<file path="src/rtl/trapret_pkg.sv">
package trapret_pkg;
  localparam int unsigned FC_W = 5;
  localparam int unsigned PRIV_W = 2;

  localparam logic [PRIV_W-1:0] PRIV_U = 2'd0;
  localparam logic [PRIV_W-1:0] PRIV_S = 2'd1;
  localparam logic [PRIV_W-1:0] PRIV_M = 2'd3;

  localparam logic [FC_W-1:0] FC_MISALIGN = 5'd0;
  localparam logic [FC_W-1:0] FC_ACCESS   = 5'd1;
  localparam logic [FC_W-1:0] FC_ILLEGAL  = 5'd2;
  localparam logic [FC_W-1:0] FC_VIRT     = 5'd22;

  typedef struct packed {
    logic              sie;
    logic              spie;
    logic              spp;
    logic              mie;
    logic              mpie;
    logic [PRIV_W-1:0] mpp;
    logic              mpv;
    logic              mprv;
    logic              spv;
  } stat_t;
endpackage

</file>
<file path="src/rtl/trapret_fault.sv">
module trapret_fault
  import trapret_pkg::*;
#(
  parameter int unsigned XLEN = 64,
  parameter int unsigned ALIGN_BITS = 2
) (
  input  logic                is_mret_i,
  input  logic [PRIV_W-1:0]   priv_i,
  input  logic                virt_i,
  input  logic                rvc_i,
  input  logic                tsr_i,
  input  logic                vtsr_i,
  input  logic [PRIV_W-1:0]   mpp_i,
  input  logic                pmp_impl_i,
  input  logic                pmp_has_rules_i,
  input  logic [XLEN-1:0]     pc_i,
  output logic                fault_o,
  output logic [FC_W-1:0]     code_o
);
  logic misalign;

  generate
    if (ALIGN_BITS > 0) begin : g_align
      assign misalign = !rvc_i && (|pc_i[ALIGN_BITS-1:0]);
    end else begin : g_noalign
      assign misalign = 1'b0;
    end
  endgenerate

  always_comb begin
    fault_o = 1'b0;
    code_o  = FC_MISALIGN;
    if (is_mret_i) begin
      if (priv_i != PRIV_M) begin
        fault_o = 1'b1; code_o = FC_ILLEGAL;
      end else if (misalign) begin
        fault_o = 1'b1; code_o = FC_MISALIGN;
      end else if (pmp_impl_i && !pmp_has_rules_i && (mpp_i != PRIV_M)) begin
        fault_o = 1'b1; code_o = FC_ACCESS;
      end
    end else begin
      if (priv_i == PRIV_U) begin
        fault_o = 1'b1; code_o = FC_ILLEGAL;
      end else if (misalign) begin
        fault_o = 1'b1; code_o = FC_MISALIGN;
      end else if (tsr_i && (priv_i != PRIV_M)) begin
        fault_o = 1'b1; code_o = FC_ILLEGAL;
      end else if (virt_i && vtsr_i) begin
        fault_o = 1'b1; code_o = FC_VIRT;
      end
    end
  end
endmodule

</file>
<file path="src/rtl/trapret_next.sv">
module trapret_next
  import trapret_pkg::*;
(
  input  logic                is_mret_i,
  input  logic                virt_i,
  input  logic                umode_i,
  input  logic                hyp_i,
  input  logic                ver112_i,
  input  stat_t               stat_i,
  output stat_t               stat_o,
  output logic [PRIV_W-1:0]   priv_o,
  output logic                virt_o
);
  logic mpp_not_m;
  assign mpp_not_m = (stat_i.mpp != PRIV_M);

  always_comb begin
    stat_o = stat_i;
    virt_o = virt_i;
    if (is_mret_i) begin
      priv_o      = stat_i.mpp;
      stat_o.mie  = stat_i.mpie;
      stat_o.mpie = 1'b1;
      stat_o.mpp  = umode_i ? PRIV_U : PRIV_M;
      stat_o.mpv  = 1'b0;
      if (ver112_i && mpp_not_m) stat_o.mprv = 1'b0;
      if (hyp_i) virt_o = stat_i.mpv && mpp_not_m;
    end else begin
      priv_o      = {1'b0, stat_i.spp};
      stat_o.sie  = stat_i.spie;
      stat_o.spie = 1'b1;
      stat_o.spp  = 1'b0;
      if (ver112_i) stat_o.mprv = 1'b0;
      if (hyp_i && !virt_i) begin
        virt_o     = stat_i.spv;
        stat_o.spv = 1'b0;
      end
    end
  end
endmodule

</file>
<file path="src/rtl/trapret_unit.sv">
module trapret_unit
  import trapret_pkg::*;
#(
  parameter int unsigned XLEN = 64,
  parameter int unsigned ALIGN_BITS = 2
) (
  input  logic              clk_i,
  input  logic              rst_ni,
  input  logic              req_i,
  input  logic              is_mret_i,
  input  logic [1:0]        priv_i,
  input  logic              virt_i,
  input  logic              rvc_i,
  input  logic              umode_i,
  input  logic              hyp_i,
  input  logic              ver112_i,
  input  logic              pmp_impl_i,
  input  logic              pmp_has_rules_i,
  input  logic [XLEN-1:0]   sepc_i,
  input  logic [XLEN-1:0]   mepc_i,
  input  logic              sie_i,
  input  logic              spie_i,
  input  logic              spp_i,
  input  logic              mie_i,
  input  logic              mpie_i,
  input  logic [1:0]        mpp_i,
  input  logic              mpv_i,
  input  logic              mprv_i,
  input  logic              tsr_i,
  input  logic              spv_i,
  input  logic              vtsr_i,
  output logic              commit_o,
  output logic              fault_o,
  output logic [4:0]        fault_code_o,
  output logic              sie_o,
  output logic              spie_o,
  output logic              spp_o,
  output logic              mie_o,
  output logic              mpie_o,
  output logic [1:0]        mpp_o,
  output logic              mpv_o,
  output logic              mprv_o,
  output logic              spv_o,
  output logic [1:0]        priv_o,
  output logic              virt_o,
  output logic [XLEN-1:0]   ret_pc_o
);
  stat_t             stat_in, stat_nxt, stat_q;
  logic [PRIV_W-1:0] priv_nxt, priv_q;
  logic              virt_nxt, virt_q;
  logic [XLEN-1:0]   pc_sel, pc_q;
  logic              chk_fault;
  logic [FC_W-1:0]   chk_code;

  assign stat_in = '{sie: sie_i, spie: spie_i, spp: spp_i, mie: mie_i,
                     mpie: mpie_i, mpp: mpp_i, mpv: mpv_i, mprv: mprv_i,
                     spv: spv_i};
  assign pc_sel = is_mret_i ? mepc_i : sepc_i;

  trapret_fault #(.XLEN(XLEN), .ALIGN_BITS(ALIGN_BITS)) u_fault (
    .is_mret_i       (is_mret_i),
    .priv_i          (priv_i),
    .virt_i          (virt_i),
    .rvc_i           (rvc_i),
    .tsr_i           (tsr_i),
    .vtsr_i          (vtsr_i),
    .mpp_i           (mpp_i),
    .pmp_impl_i      (pmp_impl_i),
    .pmp_has_rules_i (pmp_has_rules_i),
    .pc_i            (pc_sel),
    .fault_o         (chk_fault),
    .code_o          (chk_code)
  );

  trapret_next u_next (
    .is_mret_i (is_mret_i),
    .virt_i    (virt_i),
    .umode_i   (umode_i),
    .hyp_i     (hyp_i),
    .ver112_i  (ver112_i),
    .stat_i    (stat_in),
    .stat_o    (stat_nxt),
    .priv_o    (priv_nxt),
    .virt_o    (virt_nxt)
  );

  always_ff @(posedge clk_i or negedge rst_ni) begin
    if (!rst_ni) begin
      commit_o     <= 1'b0;
      fault_o      <= 1'b0;
      fault_code_o <= '0;
    end else begin
      commit_o <= req_i && !chk_fault;
      fault_o  <= req_i && chk_fault;
      if (req_i && chk_fault) fault_code_o <= chk_code;
    end
  end

  // architectural state only moves on a clean return
  always_ff @(posedge clk_i or negedge rst_ni) begin
    if (!rst_ni) begin
      stat_q <= '0;
      priv_q <= PRIV_M;
      virt_q <= 1'b0;
      pc_q   <= '0;
    end else if (req_i && !chk_fault) begin
      stat_q <= stat_nxt;
      priv_q <= priv_nxt;
      virt_q <= virt_nxt;
      pc_q   <= pc_sel;
    end
  end

  assign sie_o    = stat_q.sie;
  assign spie_o   = stat_q.spie;
  assign spp_o    = stat_q.spp;
  assign mie_o    = stat_q.mie;
  assign mpie_o   = stat_q.mpie;
  assign mpp_o    = stat_q.mpp;
  assign mpv_o    = stat_q.mpv;
  assign mprv_o   = stat_q.mprv;
  assign spv_o    = stat_q.spv;
  assign priv_o   = priv_q;
  assign virt_o   = virt_q;
  assign ret_pc_o = pc_q;

  assert_one_strobe_R1: assert property (@(posedge clk_i) disable iff (!rst_ni)
    req_i |=> (commit_o ^ fault_o));
  assert_idle_quiet_R1: assert property (@(posedge clk_i) disable iff (!rst_ni)
    !req_i |=> !(commit_o || fault_o));
  assert_user_sret_R2: assert property (@(posedge clk_i) disable iff (!rst_ni)
    (req_i && !is_mret_i && priv_i == PRIV_U) |=> (fault_o && fault_code_o == FC_ILLEGAL));
  assert_mret_priv_R10: assert property (@(posedge clk_i) disable iff (!rst_ni)
    (req_i && is_mret_i && priv_i != PRIV_M) |=> (fault_o && fault_code_o == FC_ILLEGAL));
  assert_sret_pop_R5: assert property (@(posedge clk_i) disable iff (!rst_ni)
    (req_i && !is_mret_i) |=> (!commit_o || (spie_o && !spp_o)));
  assert_mret_pop_R8: assert property (@(posedge clk_i) disable iff (!rst_ni)
    (req_i && is_mret_i) |=> (!commit_o || (mpie_o && !mpv_o)));
  assert_fault_hold_R12: assert property (@(posedge clk_i) disable iff (!rst_ni)
    fault_o |-> ($stable(stat_q) && $stable(priv_q) && $stable(virt_q) && $stable(pc_q)));
endmodule

</file>
<file path="config.mk">
export PLATFORM = sky130hd
export DESIGN_NAME = trapret_unit
export DESIGN_NICKNAME = d
export VERILOG_FILES = /design/src/rtl/trapret_pkg.sv /design/src/rtl/trapret_fault.sv /design/src/rtl/trapret_next.sv /design/src/rtl/trapret_unit.sv
export SDC_FILE = /design/constraint.sdc
export NUM_CORES = 1
export LEC_CHECK = 0
export ABC_AREA = 1
export BUFFER_PORTS_ARGS = -buffer_cell sky130_fd_sc_hd__buf_4
export CAP_MARGIN = 10
export CORE_ASPECT_RATIO = 0.8
export CORE_MARGIN = 2
export CORE_UTILIZATION = 45
export CTS_CLUSTER_DIAMETER = 40
export DETAILED_ROUTE_END_ITERATION = 8
export GPL_TIMING_DRIVEN = 0
export MAX_ROUTING_LAYER = met4
export PLACE_DENSITY = 0.83
export SLEW_MARGIN = 10
export SYNTH_ARGS = -nofsm -noshare
export SYNTH_HDL_FRONTEND = slang
export SYNTH_SLANG_ARGS = --single-unit
export TNS_END_PERCENT = 5
</file>
<file path="constraint.sdc">
create_clock -name clk_i -period 0.98 [get_ports clk_i]
set_input_delay 0.196 -clock clk_i [delete_from_list [all_inputs] [get_ports clk_i]]
set_output_delay 0.196 -clock clk_i [all_outputs]
set_load 0.03 [all_outputs]
</file>
Word level (Yosys, flattened, before mapping). Cells that the tools add are included.

Register bits after elaboration: 84.

Eq/ne operators: 2. Multiplexer cells: 29. Reductions and logical operators: 16.

Operators by type and width (number): two-way mux 64 bit (1); two-way mux 5 bit (8); two-way mux 1 bit (17); logical AND 1 bit (10); zero test 1 bit (4); two-way mux 2 bit (2); != test 2 bit (second input constant) (2); two-way mux 3 bit (1); zero test 2 bit (1); OR reduction 2 bit (1).

Longest topological paths before layout.
Depth in word-level cells: 9. Mapped depth: 10.

Modules after synthesis. From an unflattened synthesis, not the netlist that was laid out.

Cell total of the unflattened synthesis: 622. Area total of the unflattened synthesis: 4290.4 µm².

Modules (own cells, without submodules): trapret_unit (times used 1, cells each 557, area an instance 4000.1 µm², sequential area each 2104.5 µm²); trapret_next (times used 1, cells each 37, area an instance 161.4 µm², sequential area each 0.0 µm²); trapret_fault (times used 1, cells each 28, area an instance 128.9 µm², sequential area each 0.0 µm²).

Least setup slack after synthesis. OpenSTA, ideal clock, no wires.

Path type: input to register. Start point: input is_mret_i. End point: register pc_q[10] (netlist: ret_pc_o[10]). Data arrival time: 1.137 ns. Data required time: 0.858 ns. Slack: -0.278 ns. Stages: 9. Path through: buf_4 -> nor2_2 -> nand3_1 -> nand2_2 -> nand3_4 -> buf_6 -> buf_6 -> nand2_1 -> o21ai_2.

Word-level cells in the longest chain between the ends: 8. Elaborated cells between the ends (all ways): 10.

Ends and longest elaborated chain: from (decl) (RTL line trapret_unit.sv:10) `input logic is_mret_i,`; two-way mux 64 bit (RTL line trapret_unit.sv:58) `assign pc_sel = is_mret_i ? mepc_i : sepc_i;`; OR reduction 2 bit (RTL line trapret_fault.sv:24) `assign misalign = !rvc_i && (|pc_i[ALIGN_BITS-1:0]);`; logical AND 1 bit (RTL line trapret_fault.sv:24); two-way mux 1 bit (on tied branches) (RTL line trapret_fault.sv:44, trapret_fault.sv:36); two-way mux 1 bit (on tied branches) (RTL line trapret_fault.sv:42, trapret_fault.sv:34); two-way mux 1 bit (RTL line trapret_fault.sv:33) `if (is_mret_i) begin`; zero test 1 bit (RTL line trapret_unit.sv:106) `end else if (req_i && !chk_fault) begin`; logical AND 1 bit (RTL line trapret_unit.sv:106); to (signal assigned) (RTL line trapret_unit.sv:110) `pc_q <= pc_sel;`; to (decl) (RTL line trapret_unit.sv:51) `logic [XLEN-1:0] pc_sel, pc_q;`.

Several ways; a longest one is shown, not always the timed one. A chain may end at the register's enable or synchronous reset.

Final worst setup path.
Start point: register priv_q[1] (netlist: priv_o[1]). End point: output priv_o[1].

RTL lines: from (decl) (RTL line trapret_unit.sv:49) `logic [PRIV_W-1:0] priv_nxt, priv_q;`; from (signal assigned) (RTL line trapret_unit.sv:108) `priv_q <= priv_nxt;`; to (decl) (RTL line trapret_unit.sv:44) `output logic [1:0] priv_o,`.

No word-level cell between the ends.

==> impl_metrics.csv <==
group,metric,value,unit
status,status,"complete, but fails checks",
status,violations,"negative setup slack",
grt,grt_max_degree,83,
die,die_area,9522,sq um
timing,fin_ws,-240.4,ps
grt,grt_pass1_wl,19820,microns
yosys,yosysTopAreaCell,"dfrtp_1",
worst_setup_path,critPathKind,"flip-flop to output port",
timing,holdWs,4.064,ps
yosys,synth-seq-cells,82,
drt,post_drt_wl_per_cell,16.73,microns
drt,postRouteAntennaNets,0,
yosys,yosys-top-cells-area,"dfrtp_1 51%, mux2i_1 17%, nand2_1 11%, o21ai_1 8.1%, buf_6 2.6%",
timing,finalCritPeriodShare,1.245,
yosys,syn_area,3939,sq um
flow_run,maxCapViolations,0,
die,initial_core_util,0.4643,
layout,nets,822,
drt,dr_total_vias,3980,
yosys,synth_commonest_cells,"112 x nand2_1, 80 x dfrtp_1, 65 x mux2i_1",
grt,overflow,0,
die,ios,237,
placement,placed_cell_area,5901,sq um
grt,grt_pass1_vias,4071,
yosys,synth_area_per_cell,9.798,sq um
placement,dp_hpwl,9067,microns
yosys,netlist_instances,402,
worst_setup_path,crit_required,780,ps
timing,finalCriticalPeriod,1220,ps
layout,drive_above_1_share,0.5260,
yosys,syn-num-nets,555,
clocking,cts_root_buf,"clkbuf_8",
yosys,ys_seq_area_frac,0.5216,
layout,diodes,0,
yosys,synth.most_common_cell,"nand2_1",
placement,dp_slack,-651.7,ps
yosys,yosysWarnings,0,
worst_setup_path,rrSetupSlack,250,ps
worst_setup_path,cp-end-kind,"output port",
clocking,cts_hold_buf,0,
pwr,power_density,1936,nW/um^2
yosys,async_reset_ff_frac,1.000,
clocking,cts_tree,"yes",
clocking,clock_sinks,82,
clocking,clk_path_buf_depth,2,
timing,finalSetupTns,-19480,ps
die,rows,30,
timing,rsz0062_at_grt,"true",
timing,finalSetupViolCount,160,
worst_hold_path,hold_path_class,"input pin to asynchronous set/reset pin",
die,core_area,8483,sq um
yosys,ys.flop_type,"dfrtp_1",
clocking,h-tree-depth,3,
layout,fillers,526,
worst_setup_path,crit_slowest_cell,"dfstp_2",
grt,track_usage,0.2802,
clocking,numCtsBuffers,9,
worst_setup_path,max_stage_delay,550,ps
clocking,clk_latency,350,ps
yosys,synth-edff-count,0,
yosys,netlist-cell-type-count,26,
worst_setup_path,crit_buf_inv,1,
worst_setup_path,cp_max_fo,2,
pwr,leakage,0.003623,uW
drt,viasPerCell,5.070,
timing,fmax,819.4,MHz
clocking,clk_pin_slew,90,ps
pwr,ir_drop,1195,uV
timing,worst_pin_slew,1032,ps
grt,antenna_found_initial,0,
drt,drt_iter0_markers,176,
worst_setup_path,worstPathArrival,1020,ps
placement,io_buffers,235,
timing,drv_slew,0,
layout,finalInstanceArea,6887,sq um
drt,first_pass_iters,4,
yosys,synth_top_area_share,0.5083,
worst_setup_path,start_kind,"flip-flop",
layout,regArea,2054,sq um
timing,finalHoldViolations,0,
timing,finClkSkew,0,ps
worst_setup_path,crit_family,"flip-flops",
die,dieWidth,108.6,microns
worst_setup_path,crit_path_cell_trace,"buf_6",
layout,multi_input_area,1798,sq um
drt,drc,0,
placement,gp_congestion,0.9137,
drt,drt-total-wl,13140,microns
die,die-height,87.68,microns
timing,slew_headroom,0.3118,
layout,area_growth_syn_to_layout,74.84,%
layout,post-route-util,0.8118,
-- state kept, by name, summed over array words and instances (netlist names), 2 cells and up --
signal / flops
ret_pc_o: 64
fault_code_o: 3
mpp_o: 2
priv_o: 2
-- what timing repair did --
action | 4_1_cts | 5_1_grt
cloned | 4 | 4
buffers inserted | 8 | 5
endpoints found under the setup margin | 160 | 163
gates resized for setup | 111 | 33
pin swaps | 4 | 10
-- path summary, 6_finish.rpt --
check | to | depth (start not counted) | from
worst min-delay path | ret_pc_o[33]$_DFFE_PN0P_ | 1 | rst_ni
worst max-delay path | priv_o[1] | 1 | priv_o[1]$_DFFE_PN1P_
worst max register to register | priv_o[0]$_DFFE_PN1P_ | 2 | priv_o[0]$_DFFE_PN1P_
worst min register to register | priv_o[1]$_DFFE_PN1P_ | 2 | priv_o[1]$_DFFE_PN1P_
max in group asynchronous | spv_o$_DFFE_PN0P_ | 1 | rst_ni
min in group clk_i | priv_o[1]$_DFFE_PN1P_ | 3 | mpp_i[1]
-- metal layers --
layer | global-route usage | share of wire | routed length [microns]
met5 | - | 0 | 0
met3 | 0.06994 | 0.071 | 933
met1 | 0.3190 | 0.39 | 5069
met2 | 0.4835 | 0.51 | 6747
met4 | 0.09790 | 0.029 | 385
-- metrics by stage --
step,cells,total power [uW]
floorplan,402,7651
global placement,749,9863
detailed placement,749,10000
CTS,776,13160
global route,785,14010
finish,785,13330
-- where the power goes --
group	leakage [uW]	switching, uW	internal (uW)
logic	0.00250	3200	2810
clock network	0.0000921	1220	1160
registers	0.00103	706	4250
total	0.00362	5120	8210
-- cells in the final DEF, fill, tap and decap left out, types with 4 or more instances in the layout --
cell type,count
buf_4,165
clkbuf_16,4
o21ai_1,58
nand2_1,86
nand2_2,22
buf_8,6
o21ai_0,4
clkbuf_8,9
o21ai_2,16
inv_1,8
nor2_1,7
buf_12,5
nand2_4,7
buf_6,87
clkbuf_2,5
dfrtp_1,80
inv_2,4
buf_2,5
mux2i_1,65
-- cell type report --
class	instances	area share
clock inverters	5	0.008176
clock buffers	10	0.01853
well taps	112	0.02035
flip-flops and latches	82	0.2983
inverters	13	0.008903
repair buffers	255	0.3457
plain buffers	26	0.03888
multi-input cells	282	0.2611
-- cells by family after synthesis --
group,synth area share
and+or+nand+nor,0.1363
AOI/OAI and AO/OA,0.1163
DFF,0.5216
muxes,0.1652
buffers and inverters,0.05972
other,0.0009521
Power figures use the tool's default switching activity.
